===== config.mk =====
export PLATFORM = sky130hd
export DESIGN_NAME = dslope_seq
export DESIGN_NICKNAME = d
export VERILOG_FILES = /design/src/rtl/dslope_pkg.sv /design/src/rtl/dslope_prescale.sv /design/src/rtl/dslope_sync.sv /design/src/rtl/dslope_phase_fsm.sv /design/src/rtl/dslope_seq.sv
export SDC_FILE = /design/constraint.sdc
export NUM_CORES = 1
export LEC_CHECK = 0
export BUFFER_PORTS_ARGS = -buffer_cell sky130_fd_sc_hd__buf_2
export CAP_MARGIN = 20
export CORE_MARGIN = 3
export CORE_UTILIZATION = 45
export DETAILED_ROUTE_END_ITERATION = 16
export MAX_ROUTING_LAYER = met4
export PLACE_DENSITY_LB_ADDON = 0.25
export SLEW_MARGIN = 25
export SYNTH_ARGS = -nofsm -noshare
export SYNTH_HDL_FRONTEND = slang
export SYNTH_SLANG_ARGS = --single-unit
export TNS_END_PERCENT = 10

===== constraint.sdc =====
create_clock -name clk_i -period 2.3 [get_ports clk_i]
set_clock_uncertainty 0.2 [all_clocks]
set_input_delay 0.345 -clock clk_i [delete_from_list [all_inputs] [get_ports clk_i]]
set_output_delay 0.345 -clock clk_i [all_outputs]
set_load 0.02 [all_outputs]

===== src/rtl/dslope_pkg.sv =====
package dslope_pkg;
  typedef enum logic [1:0] {PH_AZ = 2'd0, PH_SI = 2'd1, PH_RI = 2'd2} phase_e;
endpackage


===== src/rtl/dslope_prescale.sv =====
module dslope_prescale #(
  parameter int CLK_DIV = 4
) (
  input  logic clk_i,
  input  logic rst_ni,
  output logic tick_o
);
  localparam int W = (CLK_DIV > 1) ? $clog2(CLK_DIV) : 1;

  logic [W-1:0] div_q;

  always_ff @(posedge clk_i or negedge rst_ni) begin
    if (!rst_ni)                       div_q <= '0;
    else if (div_q == W'(CLK_DIV - 1)) div_q <= '0;
    else                               div_q <= div_q + W'(1);
  end

  assign tick_o = (div_q == W'(CLK_DIV - 1));

  generate
    if (CLK_DIV > 1) begin : g_tick_chk

      tick_single_chk: assert property (@(posedge clk_i) disable iff (!rst_ni)
        tick_o |=> !tick_o);
    end
  endgenerate
endmodule


===== src/rtl/dslope_sync.sv =====
module dslope_sync #(
  parameter int STAGES = 2
) (
  input  logic clk_i,
  input  logic rst_ni,
  input  logic d_i,
  output logic q_o
);
  logic [STAGES-1:0] sh_q;

  always_ff @(posedge clk_i or negedge rst_ni) begin
    if (!rst_ni) sh_q <= '0;
    else         sh_q <= {sh_q[STAGES-2:0], d_i};
  end

  assign q_o = sh_q[STAGES-1];
endmodule


===== src/rtl/dslope_phase_fsm.sv =====
module dslope_phase_fsm
  import dslope_pkg::*;
#(
  parameter int INT_CNT   = 1000,
  parameter int DEINT_MAX = 2000,
  parameter int FRAME_CNT = 4000,
  parameter int RES_W     = $clog2(DEINT_MAX + 1)
) (
  input  logic             clk_i,
  input  logic             rst_ni,
  input  logic             tick_i,
  input  logic             cmp_s_i,
  output phase_e           phase_o,
  output logic             ref_neg_o,
  output logic [RES_W-1:0] result_o,
  output logic             pol_o,
  output logic             ovr_o,
  output logic             valid_o
);
  localparam int CW = $clog2(FRAME_CNT + 1);
  localparam logic [CW-1:0] AZ_FIRST = CW'(FRAME_CNT - INT_CNT);
  localparam logic [CW-1:0] AZ_SLACK = CW'(FRAME_CNT - INT_CNT - 1);
  localparam logic [CW-1:0] AZ_SHORT = CW'(FRAME_CNT - INT_CNT - DEINT_MAX);

  phase_e           phase_q;
  logic [CW-1:0]    cnt_q, az_len_q;
  logic             sgn_q;
  logic [RES_W-1:0] result_q;
  logic             pol_q, ovr_q, valid_q;
  logic             crossed;

  assign crossed = (cmp_s_i != sgn_q);

  always_ff @(posedge clk_i or negedge rst_ni) begin
    if (!rst_ni) begin
      phase_q  <= PH_AZ;
      cnt_q    <= '0;
      az_len_q <= AZ_FIRST;
      sgn_q    <= 1'b0;
      result_q <= '0;
      pol_q    <= 1'b0;
      ovr_q    <= 1'b0;
      valid_q  <= 1'b0;
    end else begin
      valid_q <= 1'b0;
      if (tick_i) begin
        unique case (phase_q)
          PH_AZ: begin
            if (cnt_q == az_len_q - CW'(1)) begin
              phase_q <= PH_SI;
              cnt_q   <= '0;
            end else cnt_q <= cnt_q + CW'(1);
          end
          PH_SI: begin
            if (cnt_q == CW'(INT_CNT - 1)) begin
              sgn_q   <= cmp_s_i;
              phase_q <= PH_RI;
              cnt_q   <= '0;
            end else cnt_q <= cnt_q + CW'(1);
          end
          PH_RI: begin
            if (crossed || cnt_q == CW'(DEINT_MAX - 1)) begin
              // auto-zero takes the remainder of the frame
              result_q <= crossed ? RES_W'(cnt_q) : RES_W'(DEINT_MAX);
              ovr_q    <= !crossed;
              az_len_q <= crossed ? (AZ_SLACK - cnt_q) : AZ_SHORT;
              pol_q    <= !sgn_q;
              valid_q  <= 1'b1;
              phase_q  <= PH_AZ;
              cnt_q    <= '0;
            end else cnt_q <= cnt_q + CW'(1);
          end
          default: begin
            phase_q <= PH_AZ;
            cnt_q   <= '0;
          end
        endcase
      end
    end
  end

  assign phase_o   = phase_q;
  assign ref_neg_o = (phase_q == PH_RI) && sgn_q;
  assign result_o  = result_q;
  assign pol_o     = pol_q;
  assign ovr_o     = ovr_q;
  assign valid_o   = valid_q;


  ri_after_si_chk: assert property (@(posedge clk_i) disable iff (!rst_ni)
    (phase_q == PH_RI && $past(phase_q) != PH_RI) |-> $past(phase_q) == PH_SI);

  si_after_az_chk: assert property (@(posedge clk_i) disable iff (!rst_ni)
    (phase_q == PH_SI && $past(phase_q) != PH_SI) |-> $past(phase_q) == PH_AZ);

  result_range_chk: assert property (@(posedge clk_i) disable iff (!rst_ni)
    result_q <= RES_W'(DEINT_MAX));

  ovr_full_chk: assert property (@(posedge clk_i) disable iff (!rst_ni)
    (valid_q && ovr_q) |-> result_q == RES_W'(DEINT_MAX));

  valid_pulse_chk: assert property (@(posedge clk_i) disable iff (!rst_ni)
    valid_q |=> !valid_q);

  hold_result_chk: assert property (@(posedge clk_i) disable iff (!rst_ni)
    !valid_q |-> ($stable(result_q) && $stable(pol_q) && $stable(ovr_q)));
endmodule


===== src/rtl/dslope_seq.sv =====
module dslope_seq
  import dslope_pkg::*;
#(
  parameter int CLK_DIV     = 4,
  parameter int INT_CNT     = 1000,
  parameter int DEINT_MAX   = 2000,
  parameter int FRAME_CNT   = 4000,
  parameter int SYNC_STAGES = 2,
  parameter int RES_W       = $clog2(DEINT_MAX + 1)
) (
  input  logic             clk_i,
  input  logic             rst_ni,
  input  logic             cmp_i,
  output logic             az_en_o,
  output logic             si_en_o,
  output logic             ri_en_o,
  output logic             ref_neg_o,
  output logic             pol_o,
  output logic [RES_W-1:0] result_o,
  output logic             ovr_o,
  output logic             valid_o
);
  logic   tick, cmp_s;
  phase_e phase;

  dslope_prescale #(.CLK_DIV(CLK_DIV)) u_prescale (
    .clk_i (clk_i), .rst_ni(rst_ni), .tick_o(tick)
  );

  dslope_sync #(.STAGES(SYNC_STAGES)) u_sync (
    .clk_i (clk_i), .rst_ni(rst_ni), .d_i(cmp_i), .q_o(cmp_s)
  );

  dslope_phase_fsm #(
    .INT_CNT(INT_CNT), .DEINT_MAX(DEINT_MAX),
    .FRAME_CNT(FRAME_CNT), .RES_W(RES_W)
  ) u_fsm (
    .clk_i    (clk_i),
    .rst_ni   (rst_ni),
    .tick_i   (tick),
    .cmp_s_i  (cmp_s),
    .phase_o  (phase),
    .ref_neg_o(ref_neg_o),
    .result_o (result_o),
    .pol_o    (pol_o),
    .ovr_o    (ovr_o),
    .valid_o  (valid_o)
  );

  assign az_en_o = (phase == PH_AZ);
  assign si_en_o = (phase == PH_SI);
  assign ri_en_o = (phase == PH_RI);


  phase_onehot_chk: assert property (@(posedge clk_i) disable iff (!rst_ni)
    $onehot({az_en_o, si_en_o, ri_en_o}));

  ref_in_ri_chk: assert property (@(posedge clk_i) disable iff (!rst_ni)
    ref_neg_o |-> ri_en_o);
endmodule


# Word-level counts from Yosys, hierarchy flattened
# Cells that the tools add are included.
# op_classes
n_reduce_logical	8
add_sub_neg	4
muxes	14
n_eq_ne	10
# ops
op	count
$mux W12	4
$pmux W12 S3	1
$add A12 B1 Y12 const B	1
$eq A12 B10 Y1 const B	1
$eq A12 B11 Y1 const B	1
$eq A12 B12 Y1	1
$sub A12 B1 Y12 const B	1
$sub A12 B12 Y12 const A	1
$mux W11	1
$mux W2	4
$ne A2 B1 Y1 const B	3
$pmux W2 S3	1
$reduce_and A3 Y1	2
$eq A2 B2 Y1 const B	2
$reduce_and A4 Y1	1
$mux W1	3
$add A2 B1 Y2 const B	1
$eq A2 B1 Y1 const B	1
$logic_not A1 Y1	2
$logic_not A2 Y1	1
$logic_and A1 B1 Y1	1
$logic_or A1 B1 Y1	1
$ne A1 B1 Y1	1
# totals
reg_bits	45
wordCells	46
inputBits	3

# Longest topological paths before layout
# Gate-level depths: netlist (run 1).
# depth
word_depth	5
mapped_depth	10
depth_no_buf	8

# Hierarchy
# From an unflattened synthesis (run 1), not the netlist that was laid out.
# unflattened
cells_unflattened	249
area_unflattened_um2	2436.1
# by_module_without_submodules
module	n_inst	area_per_inst_um2	cells_each	seq_area_each_um2
dslope_phase_fsm	1	2301.0	240	1034.7
dslope_prescale	1	66.3	4	50.0
dslope_sync	1	50.0	2	50.0
dslope_seq	1	18.8	3	0.0

# Least setup slack after synthesis (run 1)
# OpenSTA, ideal clock, no wires.
# synth_path
kind	register -> register
from	register u_fsm.az_len_q[0]
to	register u_fsm.phase_q[0], in the netlist u_fsm.phase_o[0]
arrival_ns	2.146
setup_ns	0.066
setup_slack_ns	-0.112
required_ns	2.034
path_stages_with_launch	11
path_cell_list	dfrtp_1 -> buf_6 -> inv_1 -> ha_1 -> clkbuf_2 -> nor3b_1 -> a41oi_1 -> a41oi_1 -> o211ai_2 -> nor3_1 -> a22o_1
# synth_between
elab_chain_len	4
# synth_lines
element	line_no	source
start, declared	dslope_phase_fsm.sv:26	logic [CW-1:0] cnt_q, az_len_q;
start signal, assigned	dslope_phase_fsm.sv:66	az_len_q <= crossed ? (AZ_SLACK - cnt_q) : AZ_SHORT;
$sub A12 B1 Y12	dslope_phase_fsm.sv:49	if (cnt_q == az_len_q - CW'(1)) begin
$eq A12 B12 Y1	dslope_phase_fsm.sv:49	
$ne A2 B1 Y1 (no line)	--	
$reduce_and A4 Y1 (no line)	--	
end signal, assigned	dslope_phase_fsm.sv:50	phase_q <= PH_SI;
end signal, assigned	dslope_phase_fsm.sv:57	phase_q <= PH_RI;
end signal, assigned	dslope_phase_fsm.sv:69	phase_q <= PH_AZ;
end, declared	dslope_phase_fsm.sv:25	phase_e phase_q;
# No other way between the ends.
# A chain may end at the register's enable or synchronous reset.

# Worst setup path after layout (run 1)
# layout_path
from	register u_fsm.az_len_q[0]
to	register u_fsm.cnt_q[3]
# layout_between
elab_chain_len	4
# layout_lines
element	line_no	source
$sub A12 B1 Y12	dslope_phase_fsm.sv:49	
$eq A12 B12 Y1	dslope_phase_fsm.sv:49	
$mux W12	dslope_phase_fsm.sv:49	
$pmux W12 S3	dslope_phase_fsm.sv:47	unique case (phase_q)
end signal, assigned	dslope_phase_fsm.sv:52	end else cnt_q <= cnt_q + CW'(1);
end signal, assigned	dslope_phase_fsm.sv:59	end else cnt_q <= cnt_q + CW'(1);
end signal, assigned	dslope_phase_fsm.sv:71	end else cnt_q <= cnt_q + CW'(1);
end, declared	dslope_phase_fsm.sv:26	
# No other way between the ends.

==> metrics.md, run 1 <==
| Metric | Value |
|---|---|
| Run status | `finished, violations left` |
| Failing checks | `negative setup slack` |
| Fmax | `0.423 GHz` |
| Core region area | `5570 sq um` |
| Initial antenna violation count | `0` |
| DRC | `0` |
| Multi-input logic area | `1470 sq um` |
| Fraction of the mapped netlist area in adder cells | `2.38%` |
| Final hold vios | `0` |
| Tcrit/Tclk final | `103%` |
| Static Leak | `1.58 nW` |
| Pwr Density | `408 nW/um^2` |
| Rel. slew slack | `63.6%` |
| Row cnt | `27` |
| WL final | `6.84 mm` |
| Io pins | `21` |
| Leading area contributor after synthesis | `dfrtp_1` |
| Flip-flop and latch area | `1140 sq um` |
| Unrepaired setup endpoints after global routing | `true` |
| Worst-Margin Slew | `545 ps` |
| Top cell type's share of synthesized area | `36.1%` |
| Crit-path slowest cell | `dfrtp_2` |
| Clock Latency Late Sink | `300 ps` |
| Crit start category | `register` |
| Global-route wire length before repair | `11.4 mm` |
| Die Span Y | `82.5 um` |
| Setup crit end kind | `register` |
| Post-Synth XOR/XNOR Area | `6.61%` |
| Peak supply drop | `0.285 mV` |
| CP Cell Sequence | `buf_6 > buf_4 > o21ai_0 > a41oi_2 > a41oi_2 > o211ai_2 > nor4_4 > buf_6 > nor3_1` |
| Share of cells above drive strength 1 | `35.0%` |
| Post-synthesis cell count | `276` |
| Number of synthesis warnings | `0` |
| Post-synthesis sequential area ratio | `43.1%` |
| EDFF count, synth | `0` |
| Worst Hold Class | `reg2reg` |
| Total negative slack | `-509 ps` |
| Num CTS Buffers | `5` |
| Main combinational cell family by area after synthesis | `simple AND/OR/NAND/NOR gates` |
| CP Buf/Inv Count | `3` |
| Ant. Diodes | `0` |
| Gr usage total | `22.6%` |
| Placer congestion estimate | `1.03` |
| Final max-slew violation count | `0` |
| Synth top area cells | `dfrtp_1, dfstp_2, xnor2_1` |
| Antenna Nets Post-Route | `0` |
| Largest net degree at the start of global routing | `28` |
| Die area | `6800 sq um` |
| Post-layout power | `1.36 mW` |
| CTS tree | `done` |
| Fin crit period | `2360 ps` |
| Worst Path Required | `2290 ps` |
| Sink Count | `45` |
| Post-synthesis area per instance | `9.53 sq um` |
| R2r worst-path depth | `9` |
| H-tree depth | `2` |
| Post-DR vias/cell | `5.59` |
| Total congestion overflow | `0` |
| DRT iter0 DRCs | `94` |
| Post-placement cell count | `393` |
| PortBufs | `20` |
| Async SR Flop Fraction | `100%` |
| Root Buffer | `clkbuf_8` |
| Synth Area in Compound Gates | `18.3%` |
| GR peak layer | `met2` |
| Final #Nets | `341` |
| Post-Synth Simple-Gate Area | `22.8%` |
| Crit path DAT | `2360 ps` |
| Vias in the first global route | `2234` |
| Via count | `2268` |
| Final setup viols | `9` |
| Post-synthesis cell type count | `61` |
| Initial Util | `47.2%` |
| Clock transition at the registers of the reported paths | `90 ps` |
| Synth Cell Area | `2630 sq um` |
| FF+latch count, synth | `45` |
| Met1 usage | `29.7%` |
| Die X | `82.5 um` |
| GRT met3 Usage | `3.47%` |
| Multiplexer area fraction after synthesis | `1.66%` |
| Main synth FF type | `dfrtp_1` |
| Crit path kind | `reg2reg` |
| Met2 Usage GRT | `36.9%` |
| Synth Net Count | `284` |
| Max clock buf depth | `2` |
| Crit-path leading delay family | `compound AO/OA/AOI/OAI gates` |
| Area grow syn2layout | `26.8%` |
| Hpwl dp | `5.04 mm` |
| Post-route setup slack | `-64.4 ps` |
| Hold Path Depth | `0` |
| Routed wire per std cell | `16.8 um` |
| Max cap viols | `0` |
| Post-Layout Cell Count | `406` |
| Slowest cell delay on critical path | `450 ps` |
| CP max FO | `8` |
| Final-layout fill cell count | `503` |
| DR pass1 iterations | `4` |
| CP Depth | `9` |
[logic make-up (layout without fill, tap and decap cells)]
family                     Yosys count  after routing
adders and majority gates            5              5
muxes                                4              4
buffers and inverters               30             88
and+or+nand+nor                    105            105
DFF                                 45             45
xor gates and xnor gates            19             19
AOI/OAI and AO/OA                   68             68
[what timing repair did]
action,CTS,global route
cloned,0,0
buffers inserted,2,1
pin swaps,9,7
setup endpoints to repair,19,38
hold buffers,2,0
hold endpoints to repair,22,0
gates resized for setup,10,9
[through the flow]
stage / worst slack (ps) / cell area, sq um / util (%) / hold slack, ps
after floorplan: -26.9 / 2660 / - / -151
after detailed placement: -208 / 3110 / 55.8 / 154
after CTS: -94.5 / 3280 / 58.9 / 175
after global placement: -186 / 3110 / 55.8 / 142
after global routing: -246 / 3340 / 59.9 / 197
final: -64.4 / 3340 / 59.9 / 172
[sequential cells by signal, indices dropped and copies added (netlist names)]
signal / count
u_prescale.div_q: 2
u_fsm.pol_o: 1
u_fsm.cnt_q: 12
u_fsm.ovr_o: 1
u_sync.sh_q: 2
u_fsm.valid_o: 1
u_fsm.result_o: 11
u_fsm.az_len_q: 12
u_fsm.phase_o: 2
u_fsm.sgn_q: 1
[synth_stat cells (5+ instances only)]
cell type / number
xnor2_1: 11
a22o_1: 5
and2_1: 5
ha_1: 5
and3_1: 8
inv_1: 7
nand3_1: 11
nor3_1: 11
dfrtp_1: 38
o22a_1: 6
nand2_1: 17
nor4_1: 5
dfstp_2: 7
clkbuf_1: 10
a21oi_1: 11
nor2_1: 22
xor2_1: 7
o21ai_0: 17
[power breakdown]
part,switching (mW),leakage [nW],internal (mW)
combinational,0.0177,0.944,0.00878
clock,0.292,0.0518,0.250
sequential,0.000798,0.581,0.793
total,0.311,1.58,1.05
[worst reg2reg max path: cells and delay by family, from the launching register on]
family,cells,cell delay (ps)
flops,1,450
buf+inv,3,430
simple gates,2,350
compound gates,4,830
[final timing paths]
check	start	to	slack, ps
min reg2reg	u_sync.sh_q[0]	u_sync.sh_q[1]	170
min	u_sync.sh_q[0]	u_sync.sh_q[1]	170
max	u_fsm.az_len_q[0]	u_fsm.cnt_q[3]	-60
max in group asynchronous	rst_ni	u_fsm.az_len_q[5]	950
min in group asynchronous	rst_ni	u_sync.sh_q[0]	350
max reg2reg	u_fsm.az_len_q[0]	u_fsm.cnt_q[3]	-60
[layout make-up]
type                    instances  share of cell area [%]
multi-input cells             201                    43.9
flip-flops and latches         45                    34.1
repair buffers                 71                    15.2
well taps                      72                    2.70
clock buffers                   6                    2.47
inverters                       9                    1.05
clock inverters                 2                   0.525
[layout by cell type, fill, tap and decap left out, types with 7 or more instances in the layout]
cell     instances
buf_2           20
and3_1           8
o21ai_0         15
nand2_1         16
nor3_1          10
xor2_1           7
xnor2_1         11
buf_4           46
a21oi_1         11
dfrtp_1         36
dfstp_2          7
nor2_1          22
nand3_1         11
[metal layers]
layer	share of wire [%]	wire (um)
met1	47	3180
met4	0.92	63
met3	3.4	230
met5	0	0
met2	49	3360
No activity file was read; power rests on OpenSTA's default activity.
==> inputs of run 2 (changes only) <==
- MAX_ROUTING_LAYER: met4 -> not set
==> run 2 against run 1 <==
Compared with the run above: the flow still finishes with violations (negative setup slack); total power grew 6.7%; register-to-register slack got worse by 70 ps; worst hold slack lost 2.3 ps; clock power rose by 17%; utilization rose by 0.54 points.
==> metrics.md, run 2 (same netlist as run 1, synthesis figures left out) <==
| Metric | Value |
|---|---|
| Run status | `finished, violations left` |
| Failing checks | `negative setup slack` |
| Tcrit/Tclk final | `106% (+3.2 points)` |
| Met3 Routed Length | `243 um (+5.7%)` |
| Pwr Density | `432 nW/um^2 (+5.8%)` |
| Max cap viols | `0 (unchanged)` |
| Hold path endpoint | `u_sync.sh_q[1]` |
| Hpwl dp | `5.01 mm (-0.70%)` |
| Placer congestion estimate | `0.931 (-9.8%)` |
| Routed wire per std cell | `16.7 um (-0.64%)` |
| Static Leak | `1.60 nW (+1.5%)` |
| Row cnt | `27 (unchanged)` |
| Worst-Margin Slew | `560 ps (+15.0 ps)` |
| Worst Path Required | `2310 ps (+20 ps)` |
| Crit path DAT | `2450 ps (+90 ps)` |
| Root Buffer | `clkbuf_8` |
| Pre-CTS setup slack | `-136 ps (+71.7 ps)` |
| WL final | `6.83 mm (-0.15%)` |
| Crit start category | `register` |
| Die Span Y | `82.5 um (unchanged)` |
| DR pass1 iterations | `4 (unchanged)` |
| Post-DR vias/cell | `5.71 (+2.2%)` |
| Total congestion overflow | `0 (unchanged)` |
| Antenna Nets Post-Route | `0 (unchanged)` |
| DRC | `0 (unchanged)` |
| CP max FO | `5 (-3)` |
| Fmax | `0.410 GHz (-3.0%)` |
| Met1 wire length | `3.05 mm (-4.3%)` |
| Met2 WL | `3.34 mm (-0.54%)` |
| Final setup viols | `13 (+4)` |
| Share of cells above drive strength 1 | `35.1% (+0.089 points)` |
| Worst reg2reg path startpoint | `u_fsm.az_len_q[0]` |
| Most common cell after layout, fill and taps aside | `buf_4` |
| Crit path kind | `reg2reg` |
| Uppermost layer routed | `met4` |
| Hold Path Depth | `0 (unchanged)` |
| Post-route setup slack | `-137 ps (-73.1 ps)` |
| Die X | `82.5 um (unchanged)` |
| Max clock buf depth | `2 (unchanged)` |
| Io pins | `21 (unchanged)` |
| Num CTS Buffers | `5 (unchanged)` |
| PortBufs | `20 (unchanged)` |
| Peak supply drop | `0.282 mV (-1.1%)` |
| Gr usage total | `22.4% (-0.26 points)` |
| Vias in the first global route | `2293 (+2.6%)` |
| Worst Min Path Start | `u_sync.sh_q[0]` |
| Core region area | `5570 sq um (unchanged)` |
| Final #Nets | `343 (+0.59%)` |
| Final max-slew violation count | `0 (unchanged)` |
| Fin crit period | `2440 ps (+73.1 ps)` |
| Unrepaired setup endpoints after global routing | `true` |
| Initial Util | `47.2% (unchanged)` |
| Largest net degree at the start of global routing | `25 (-11%)` |
| Worst Hold Class | `reg2reg` |
| H-tree depth | `2 (unchanged)` |
| Worst reg2reg endpoint | `u_fsm.phase_o[0]` |
| Global-route wire length before repair | `11.4 mm (+0.25%)` |
| R2r worst-path depth | `7 (-2)` |
| Rel. slew slack | `62.6% (-1.0 points)` |
| Sink Count | `45 (unchanged)` |
| CTS tree | `done` |
| Post-placement cell count | `395 (+0.51%)` |
| Setup crit end kind | `register` |
| Final-layout fill cell count | `481 (-4.4%)` |
| Die area | `6800 sq um (unchanged)` |
| Most frequent cells in the layout | `buf_4, dfrtp_1, nor2_1, buf_2` |
| Internal reg-to-reg setup slack | `-140 ps (-70 ps)` |
| Clock Latency Late Sink | `310 ps (about the same)` |
| Initial antenna violation count | `0 (unchanged)` |
| Post-Layout Cell Count | `408 (+0.49%)` |
| Area grow syn2layout | `28.0%` |
| DRT iter0 DRCs | `127 (+35%)` |
| Via count | `2329 (+2.7%)` |
| Final hold vios | `0 (unchanged)` |
| Ant. Diodes | `0 (unchanged)` |
| Clock transition at the registers of the reported paths | `100 ps (about the same)` |
run 2: repair_timing:
action	CTS	global route
pin swaps	4	3
endpoints found under the setup margin	26	38
hold buffers	2	0
hold endpoints to repair	22	0
buffers inserted	3	0
gates resized for setup	10	7
cloned	0	0
run 2: worst max-delay path, stage by stage, from the launching register on:
cell and delay [ps]:
dfrtp_1 440, or4_4 600, o31ai_2 230, a31oi_2 140, o211ai_2 260, nor3_2 80, buf_4 160, a22o_1 220
run 2: how the worst max path moves through the flow:
stage / cells past startpoint / to / startpoint
final: 7 / u_fsm.phase_o[0] / u_fsm.az_len_q[0]
after global routing: 7 / u_fsm.phase_o[0] / u_fsm.az_len_q[0]
after CTS: 9 / u_fsm.cnt_q[8] / u_fsm.az_len_q[0]
after detailed placement: 8 / u_fsm.cnt_q[8] / u_fsm.az_len_q[0]
after global placement: 8 / u_fsm.cnt_q[7] / u_fsm.az_len_q[0]
after floorplan: 10 / u_fsm.cnt_q[11] / u_fsm.az_len_q[0]
run 2: layout make-up:
cell class / count / area, sq um / area share, %
Clock buffer: 5 / 68.8 / 2.04
Tap cell: 72 / 90.1 / 2.68
Multi-Input combinational cell: 201 / 1470 / 43.6
Clock inverter: 3 / 47.5 / 1.41
Sequential cell: 45 / 1140 / 33.7
Inverter: 9 / 35.0 / 1.04
Timing Repair Buffer: 73 / 523 / 15.5
run 2: stage by stage:
step           instance area (sq um)  util (%)  power (mW)  TNS (ps)  hold WS [ps]
2_1_floorplan                   2660         -       0.811      -193          -151
3_3_place_gp                    3120      56.0       0.834     -1720           140
3_5_place_dp                    3120      56.0       0.835     -1430           152
4_1_cts                         3330      59.8        1.47      -552           175
5_1_grt                         3370      60.4        1.50     -2320           188
6_report                        3370      60.4        1.45      -795           169
run 2: power by group:
group / internal (mW) / switching [mW]
clock network: 0.332 / 0.301
registers: 0.793 / 0.000830
logic: 0.00917 / 0.0183
total: 1.13 / 0.320
run 2: per-layer routing:
metal | GRT usage (%) | up-vias
met5 | 0 | -
met4 | 11.0 | 0
met3 | 3.47 | 14
met2 | 35.2 | 50
met1 | 30.0 | 1147
li1 | - | 1118
